### config.mk
export PLATFORM = sky130hd
export DESIGN_NAME = wrstat_rsp
export DESIGN_NICKNAME = d
export VERILOG_FILES = /design/src/rtl/wrstat_pkg.sv /design/src/rtl/wrstat_ctrl.sv /design/src/rtl/wrstat_dp.sv /design/src/rtl/wrstat_rsp.sv
export SDC_FILE = /design/constraint.sdc
export NUM_CORES = 1
export LEC_CHECK = 0
export ABC_AREA = 1
export BUFFER_PORTS_ARGS = -buffer_cell sky130_fd_sc_hd__buf_4
export CORE_MARGIN = 2
export CORE_UTILIZATION = 37
export DETAILED_ROUTE_END_ITERATION = 6
export PLACE_DENSITY = 0.76
export SLEW_MARGIN = 5
export SYNTH_ARGS = -nofsm -noshare
export SYNTH_HDL_FRONTEND = slang
export SYNTH_SLANG_ARGS = --single-unit
export TNS_END_PERCENT = 10
### constraint.sdc
create_clock -name clk -period 1.1 [get_ports clk]
set_input_delay 0.11 -clock clk [delete_from_list [all_inputs] [get_ports clk]]
set_output_delay 0.11 -clock clk [all_outputs]
set_load 0.01 [all_outputs]
### src/rtl/wrstat_pkg.sv
package wrstat_pkg;
  localparam int DATA_W    = 8;
  localparam int POLL_BIT  = 7;
  localparam int TOG_BIT   = 6;
  localparam int TMR_BIT   = 5;

  typedef struct packed {
    logic load;     // a read was strobed this cycle
    logic status;   // the read is answered with status
    logic pollHit;  // read address matches the last latched address
    logic togVal;   // toggle value presented for this read
  } strobe_t;
endpackage

### src/rtl/wrstat_ctrl.sv
module wrstat_ctrl
  import wrstat_pkg::*;
#(
  parameter int ADDR_W = 11
) (
  input  logic              clk,
  input  logic              rst_n,
  input  logic              rdStb,
  input  logic [ADDR_W-1:0] rdAddr,
  input  logic [ADDR_W-1:0] lastAddr,
  input  logic              busy,
  output strobe_t           stb
);
  logic busyQ;
  logic togQ;
  logic busyRise;
  logic togCur;

  assign busyRise = busy & ~busyQ;
  // a fresh busy period always starts from 0
  assign togCur   = busyRise ? 1'b0 : togQ;

  always_comb begin
    stb.load    = rdStb;
    stb.status  = rdStb & busy;
    stb.pollHit = (rdAddr == lastAddr);
    stb.togVal  = togCur;
  end

  always_ff @(posedge clk) begin
    if (!rst_n) begin
      busyQ <= 1'b0;
      togQ  <= 1'b0;
    end else begin
      busyQ <= busy;
      if (stb.status)  togQ <= ~togCur;
      else if (busyRise) togQ <= 1'b0;
    end
  end
endmodule

### src/rtl/wrstat_dp.sv
module wrstat_dp
  import wrstat_pkg::*;
(
  input  logic              clk,
  input  logic              rst_n,
  input  strobe_t           stb,
  input  logic [DATA_W-1:0] arrayData,
  input  logic              lastBit7,
  input  logic              timerDone,
  output logic              respValid,
  output logic [DATA_W-1:0] respData,
  output logic [DATA_W-1:0] respDrive
);
  logic [DATA_W-1:0] dataNxt;
  logic [DATA_W-1:0] driveNxt;

  always_comb begin
    dataNxt  = '0;
    driveNxt = '0;
    if (stb.load) begin
      if (!stb.status) begin
        dataNxt  = arrayData;
        driveNxt = '1;
      end else begin
        dataNxt[POLL_BIT]  = stb.pollHit & ~lastBit7;
        driveNxt[POLL_BIT] = stb.pollHit;
        dataNxt[TOG_BIT]   = stb.togVal;
        driveNxt[TOG_BIT]  = 1'b1;
        dataNxt[TMR_BIT]   = timerDone;
        driveNxt[TMR_BIT]  = 1'b1;
      end
    end
  end

  always_ff @(posedge clk) begin
    if (!rst_n) begin
      respValid <= 1'b0;
      respData  <= '0;
      respDrive <= '0;
    end else begin
      respValid <= stb.load;
      respData  <= dataNxt;
      respDrive <= driveNxt;
    end
  end
endmodule

### src/rtl/wrstat_rsp.sv
module wrstat_rsp
  import wrstat_pkg::*;
#(
  parameter int ADDR_W = 11
) (
  input  logic              clk,
  input  logic              rst_n,
  input  logic              rdStb,
  input  logic [ADDR_W-1:0] rdAddr,
  input  logic [7:0]        arrayData,
  input  logic [ADDR_W-1:0] lastAddr,
  input  logic              lastBit7,
  input  logic              busy,
  input  logic              timerDone,
  output logic              respValid,
  output logic [7:0]        respData,
  output logic [7:0]        respDrive
);
  strobe_t stb;

  wrstat_ctrl #(.ADDR_W(ADDR_W)) ctrl_i (
    .clk(clk), .rst_n(rst_n), .rdStb(rdStb), .rdAddr(rdAddr),
    .lastAddr(lastAddr), .busy(busy), .stb(stb)
  );

  wrstat_dp dp_i (
    .clk(clk), .rst_n(rst_n), .stb(stb), .arrayData(arrayData),
    .lastBit7(lastBit7), .timerDone(timerDone),
    .respValid(respValid), .respData(respData), .respDrive(respDrive)
  );
endmodule

* Yosys cells after proc, flatten, opt, wreduce, memory -nomap -nowiden *
Cells that the tools add are included.

storage, ports and cells
  register bits after elaboration = 19
  input bits = 36
  output and inout port bits = 17
  word-level logic and storage cells = 22

cells by class
  mux-type cells = 5
  reductions and logical operators = 2
  bitwise operators = 8
  equal/unequal tests = 1

operator list
  kind                 count
  11-bit == test       1
  3-bit two-way mux    2
  5-bit two-way mux    1
  1-bit inverter       5
  1-bit bitwise AND    3
  3-bit OR reduction   1
  1-bit two-way mux    2
  2-bit AND reduction  1

* Depth between registers and ports, before layout *
Gate-level depths: netlist of run 1.

  depth in word-level cells = 5
  mapped depth = 8
  depth with buffers taken out = 8

* Hierarchy *
Synthesis of run 1 repeated with hierarchy kept, for this count alone.

second synthesis, totals
  cell total of the unflattened synthesis = 99
  area total of the unflattened synthesis = 695.7 um^2

by module, submodules not included
  module       times used  area an instance (um^2)  cells an instance
  wrstat_dp    1           414.1                    46
  wrstat_ctrl  1           281.5                    53

* Worst setup path before layout of run 1 *
Ideal clock, no wire load.

  path kind = reg2reg
  from = register ctrl_i.busyQ
  to = register ctrl_i.togQ
  library setup time = 70 ps
  period minus slack after synthesis = 802 ps
  data required time = 1030 ps
  stages on the path, launching flop included = 5
  arrival = 732 ps
  path buffers = 0
  slack = 298 ps
  cells stage by stage = dfxtp_1 inv_1 a21boi_0 o21ai_0 a21oi_1

between the ends
  longest elaborated chain between the ends = 5

RTL lines
  element                   RTL line           source
  start: declaration        wrstat_ctrl.sv:14  logic busyQ;
  start signal: assignment  wrstat_ctrl.sv:35  busyQ <= busy;
  1-bit inverter *          wrstat_ctrl.sv:19  assign busyRise = busy & ~busyQ;
  1-bit bitwise AND *       wrstat_ctrl.sv:19
  1-bit two-way mux *       wrstat_ctrl.sv:21  assign togCur = busyRise ? 1'b0 : togQ;
  1-bit inverter            wrstat_ctrl.sv:36  if (stb.status) togQ <= ~togCur;
  1-bit two-way mux *       wrstat_ctrl.sv:36
  end signal: assignment    wrstat_ctrl.sv:36
  end: declaration          wrstat_ctrl.sv:15  logic togQ;

Every way passes the cells marked *; elsewhere a longest branch is shown, timed or not.
A chain may end at the register's enable or synchronous reset.

* Worst setup path after layout of run 1 *
Same ends and word-level chain as after synthesis.

==> results of run 1 <==
==> per-layer routing <==
metal	part of all wire [%]	vias to the layer above	track usage, %
met1	37	305	13.7
met4	1.2	0	5.14
met3	8.1	2	2.75
li1	-	393	-
met2	54	32	29.4
met5	0	-	0
==> worst reg2reg max path: cells and delay by family (launching register included) <==
kind                   cells  cell delay, ns
DFF                        1            0.32
buffers and inverters      1            0.03
AOI/OAI and AO/OA          3            0.54
==> sequential cells by signal, indices dropped and copies added (netlist names) <==
register        cells
dp_i.respData       8
ctrl_i.busyQ        1
dp_i.respValid      1
ctrl_i.togQ         1
dp_i.respDrive      3
==> where the power goes <==
part	total [uW]	internal, uW	leakage [uW]	switching, uW
registers	533	527	0.000115	6.53
clock network	261	126	0.0000138	135
logic	241	142	0.000537	98.2
==> stage by stage <==
stage	utilization (%)	std cells	hold WS, ns	area (sq um)
2_1_floorplan	-	105	0.203	671
3_3_place_gp	61.8	177	0.310	1050
3_5_place_dp	61.8	177	0.313	1050
4_1_cts	63.1	180	0.0482	1080
5_1_grt	63.1	180	0.0497	1080
6_report	63.1	180	0.0502	1080
==> worst paths after layout <==
kind         depth (start not counted)          from               end  slack, ns
max                                  4  ctrl_i.busyQ       ctrl_i.togQ       0.15
min                                  3  arrayData[7]  dp_i.respData[7]       0.05
max reg2reg                          4  ctrl_i.busyQ       ctrl_i.togQ       0.15
min reg2reg                          3   ctrl_i.togQ  dp_i.respData[6]       0.60
==> cells by family after synthesis <==
| family | after synthesis | share of synthesized area (%) |
|---|---|---|
| buffers and inverters | 30 | 19.6 |
| DFF | 14 | 41.8 |
| AOI/OAI and AO/OA | 5 | 4.11 |
| xor gates and xnor gates | 3 | 3.92 |
| and+or+nand+nor | 53 | 30.6 |
==> cell usage in the layout (no fill, tap or decap), drive strengths merged <==
cell / netlist / final
buf: 5 / 52
nand2: 34 / 34
inv: 25 / 25
nor2: 18 / 18
dfxtp: 14 / 14
xnor2: 3 / 3
clkbuf: 0 / 3
o21ai: 2 / 2
a21oi: 2 / 2
nand3: 1 / 1
a21boi: 1 / 1
==> cell type report <==
| class | count | area, sq um | area share, % |
|---|---|---|---|
| Tap cell | 25 | 31.3 | 2.90 |
| Sequential cell | 14 | 280 | 26.0 |
| Inverter | 25 | 93.8 | 8.71 |
| Timing Repair Buffer | 52 | 390 | 36.2 |
| Clock buffer | 3 | 22.5 | 2.09 |
| Multi-Input combinational cell | 61 | 259 | 24.0 |
==> impl_results.md, run 1 <==
* Die area at around 2200 sq um
* Seq cells post-synth at 14
* CP max stage delay at 0.32 ns
* Top cell type by total area after synthesis: dfxtp_1
* Placement Setup Slack at 0.201 ns
* Leak at about 0.00067 uW
* Max Clk Rate at between 1000 and 1500 MHz
* Routed WL per cell at 8.17 um
* Layout area overhead at 60.6%
* Crit end category: register
* Number of global-route vias before repair at 632
* Mapped Cells at 105
* Cell Area, Synth at 671 sq um
* Rel. slew slack at 78.2%
* CTS buffer count at 3
* Max Slew Vio Count at 0
* I/O Buffers at 52
* Vias/cell at 4.07
* Power Dens Cells at slightly below 1000 nW/um^2
* Post-synth EDFFs at 0
* DP HPWL at 1.30 mm
* DRT iter0 DRCs at 4
* Skew-Pair Late Insertion Delay at 0.26 ns
* Routability cong. at between 0.6 and 0.7
* Final min period at between 0.9 and 1 ns
* First-pass GRT wire length at about 2.3 mm
* Yosys warns at 0
* Critical path class: register to register
* Post-synth top flop: dfxtp_1
* H-Tree Depth at 1
* Power Total at 1040 uW
* Drt total wl at 1.47 mm
* Sequential share of the synthesized area at 41.8%
* CTS resizes at 0
* Setup ws final at 0.153 ns
* Distinct cells, synth at 13
* DR DRC count at 0
* Top post-synthesis cells by area: dfxtp_1 (42%), nand2_1 (18%), inv_1 (13%)
* Root Driver: clkbuf_4
* Largest net degree at the start of global routing at 8
* Actual slew at the worst max-slew pin at 0.324 ns
* Antenna diode count at 0
* CTS Buffer Depth at 2
* # Post-CTS Setup Buffers at 0
* CP required at 1.29 ns
* CP max FO at 3
* Post-synth top area share at 41.8%
* ANT nets after route at 0
* Worst vdd ir at around 0.46 mV
* Initial antenna violation count at 0
* Commonest cells post-synth: nand2_1 (33), inv_1 (24), nor2_1 (17), dfxtp_1 (14), buf_4 (5)
* Fin crit share at 86.1%
* Fraction of registers with async set/reset at 0%
* Cts hold-fix bufs at 0
* Status: complete, no violations
* Top Ports at 53
* Worst Setup Start Kind: register
* Final hold vios at 0
* Die Y at 46.6 um
* RSZ-0062 raised after global routing: no
* Final setup fails at 0
* Fill count at approximately 170
* Critical path buffers and inverters at 1
* Nets at between 150 and 200
* CP delay by family, top: compound AO/OA/AOI/OAI gates
* Row cnt at 15
* Die width at approximately 47 um
* Hold crit path type: input port to register
* First drt pass iteration count at 3
* Avg Inst Size Synth at 6.39 sq um
* CTS tree: yes
* Worst Skew at 0.00191 ns
* Syn nets at about 140
* Clk sinks at 14
* Top-count cell post-synth: nand2_1
* GRT Total Usage at between 10 and 15%
* Core ar. at 1710 sq um
* Max-Cap Viols at 0
* Setup TNS Final at 0 ns
* Final global-route overflow total at 0
* Vias at 732
* Crit-path cells: inv_1 > a21boi_0 > o21ai_0 > a21oi_1
* CP arrival at ~1.1 ns
* Initial Utilization at slightly below 40%
* Share of layout cells above drive strength 1 at 37.4%
* CP max stage cell: dfxtp_1
* Reg clk slew, reported paths at 0.07 ns
No activity file was read; power rests on OpenSTA's default activity.
==> inputs of run 2 (changes only) <==
CORE_UTILIZATION = 38   (was 37)
PLACE_DENSITY = 0.77   (was 0.76)
SYNTH_HIERARCHICAL = 1   (was default)
==> run 2 against run 1 <==
- die area grew 0.90%
- critical path depth shrank 3
- sequential power grew 0.8%
- critical endpoint is now respDrive[2]
==> impl_results.md, run 2 <==
* Vias/cell at 4.11 (+1.1%)
* CTS resizes at 0 (unchanged)
* Seq cells post-synth at 14 (unchanged)
* Top-count cell post-synth: nand2_1
* Initial antenna violation count at 0 (unchanged)
* Registers with the most flip-flops: dp_i/respData x8, dp_i/respDrive x3
* Commonest cells post-synth: nand2_1 (29), inv_1 (20), dfxtp_1 (14), buf_4 (7), nor2_1 (7)
* Yosys warns at 6 (+6)
* Mapped Cells at 99 (-5.7%)
* Crit-path cells: buf_4
* Post-synth top flop: dfxtp_1
* CP arrival at 0.80 ns (-0.34 ns)
* Top Ports at 53 (unchanged)
* Worst Setup Start Kind: register
* # Post-CTS Setup Buffers at 0 (unchanged)
* Final setup fails at 0 (unchanged)
* RSZ-0062 raised after global routing: no
* Critical R2R Launch: ctrl_i/busyQ
* Cts hold-fix bufs at 0 (unchanged)
* Die width at 46.8 um (+0.45%)
* DP HPWL at 1.27 mm (-1.9%)
* GRT Total Usage at 13.9% (-0.55 points)
* Number of global-route vias before repair at 642 (+1.6%)
* I/O Buffers at 52 (unchanged)
* Hold crit path type: input port to register
* Sequential share of the synthesized area at 40.3% (-1.5 points)
* Die Y at 46.8 um (+0.45%)
* Status: complete, no violations
* CP required at 0.99 ns (-0.30 ns)
* Nets at 185 (-4.1%)
* Rel. slew slack at 89.4% (+11 points)
* Crit end category: output pin
* CP max FO at 5 (+2)
* Commonest non-fill, non-tap cell in the layout: buf_4
* CTS buffer count at 3 (unchanged)
* Hold wc startpoint: arrayData[3]
* Cell Area, Synth at 696 sq um (+3.7%)
* First drt pass iteration count at 4 (+1)
* Max Clk Rate at 1100 MHz (+4.4%)
* Antenna diode count at 0 (unchanged)
* Max-Cap Viols at 0 (unchanged)
* Power Total at 1140 uW (+10%)
* Top post-synthesis cells by area: dfxtp_1 (40%), nand2_1 (16%), inv_1 (11%)
* Placement Setup Slack at 0.132 ns (-0.0685 ns)
* Final hold vios at 0 (unchanged)
* Power Dens Cells at 1040 nW/um^2 (+7.8%)
* Layout area overhead at 58.3%
* Vias at 711 (-2.9%)
* Post-synth top area share at 40.3% (-1.5 points)
* Avg Inst Size Synth at 7.03 sq um (+10%)
* Post-synth EDFFs at 0 (unchanged)
* Top cell type by total area after synthesis: dfxtp_1
* Share of layout cells above drive strength 1 at 45.3% (+7.9 points)
* Routability cong. at 0.718 (+13%)
* Top reg by flops: dp_i/respData
* CTS Buffer Depth at 2 (unchanged)
* Number of flip-flops in the largest register at 8 (unchanged)
* Leak at 0.000644 uW (-3.2%)
* Worst Skew at 0.000170 ns (-0.00174 ns)
* Critical path buffers and inverters at 1 (unchanged)
* CTS tree: yes
* DR DRC count at 0 (unchanged)
* Commonest non-fill, non-tap cells in the layout: buf_4 (52), nand2_1 (29), inv_1 (20)
* CP max stage cell: dfxtp_1
* Die area at 2190 sq um (+0.90%)
* Core ar. at 1730 sq um (+1.1%)
* CP max stage delay at 0.39 ns (+0.07 ns)
* Internal reg-to-reg setup slack at 0.33 ns (+0.18 ns)
* Root Driver: clkbuf_4
* Syn nets at 135 (-4.3%)
* Critical path launch point: dp_i/respDrive[4]
* CP delay by family, top: flip-flops
* Reg clk slew, reported paths at 0.08 ns (about the same)
* ANT nets after route at 0 (unchanged)
* DRT iter0 DRCs at 7 (+3)
* Fin crit share at 82.4% (-3.6 points)
* Setup ws final at 0.193 ns (+0.0398 ns)
* Post-layout util at 63.8% (+0.69 points)
* Worst vdd ir at 0.405 mV (-12%)
* H-Tree Depth at 1 (unchanged)
* Final min period at 0.907 ns (-0.0398 ns)
* Routed WL per cell at 8.09 um (-1.0%)
* Critical path class: register to output pin
* Max Slew Vio Count at 0 (unchanged)
* Initial Utilization at 40.3% (+1.0 points)
* Row cnt at 15 (unchanged)
* Final global-route overflow total at 0 (unchanged)
* Setup TNS Final at 0 ns (unchanged)
* Drt total wl at 1.40 mm (-4.9%)
* Actual slew at the worst max-slew pin at 0.158 ns (-0.166 ns)
* Clk sinks at 14 (unchanged)
* Distinct cells, synth at 15 (+2)
* Fraction of registers with async set/reset at 0% (unchanged)
* First-pass GRT wire length at 2.21 mm (-2.4%)
* Skew-Pair Late Insertion Delay at 0.26 ns (about the same)
* Largest net degree at the start of global routing at 9 (+1)
==> run 2: cells by family (layout without fill, tap and decap cells) <==
kind of cell	after synthesis	count (layout)	share of synthesized area (%)
compound gates	5	5	4.49
xor+xnor	6	6	7.55
buf+inv	29	78	19.4
flops	14	14	40.3
simple gates	45	45	28.2
==> run 2: final timing paths <==
check                                         to  depth (start not counted)
worst max-delay path                respDrive[2]                          1
worst min-delay path            dp_i/respData[3]                          3
worst max register to register  dp_i/respData[6]                          4
worst min register to register  dp_i/respData[6]                          4
==> run 2: where the power goes <==
group / switching, uW / internal (uW) / leakage (uW)
sequential: 7.67 / 529 / 0.000115
clock: 146 / 201 / 0.0000210
combinational: 107 / 149 / 0.000508
==> run 2: routing by layer <==
metal / track usage [%] / share of wire (%)
met5: 0 / 0
met3: 3.08 / 11
met2: 26.8 / 52
met4: 6.11 / 0
met1: 13.9 / 37
==> run 2: area by class of cell <==
cell class | count | area, sq um
Fill cell | 166 | 626
Clock buffer | 4 | 36.3
Tap cell | 25 | 31.3
Timing Repair Buffer | 52 | 390
Sequential cell | 14 | 280
Inverter | 22 | 82.6
Multi-Input combinational cell | 56 | 280
==> run 2: through the flow <==
stage	std cells	hold slack [ns]	area (sq um)
finish	173	0.0594	1100
global route	173	0.0532	1100
CTS	173	0.0543	1100
detailed placement	169	0.334	1060
global placement	169	0.319	1060
floorplan	99	0.203	696
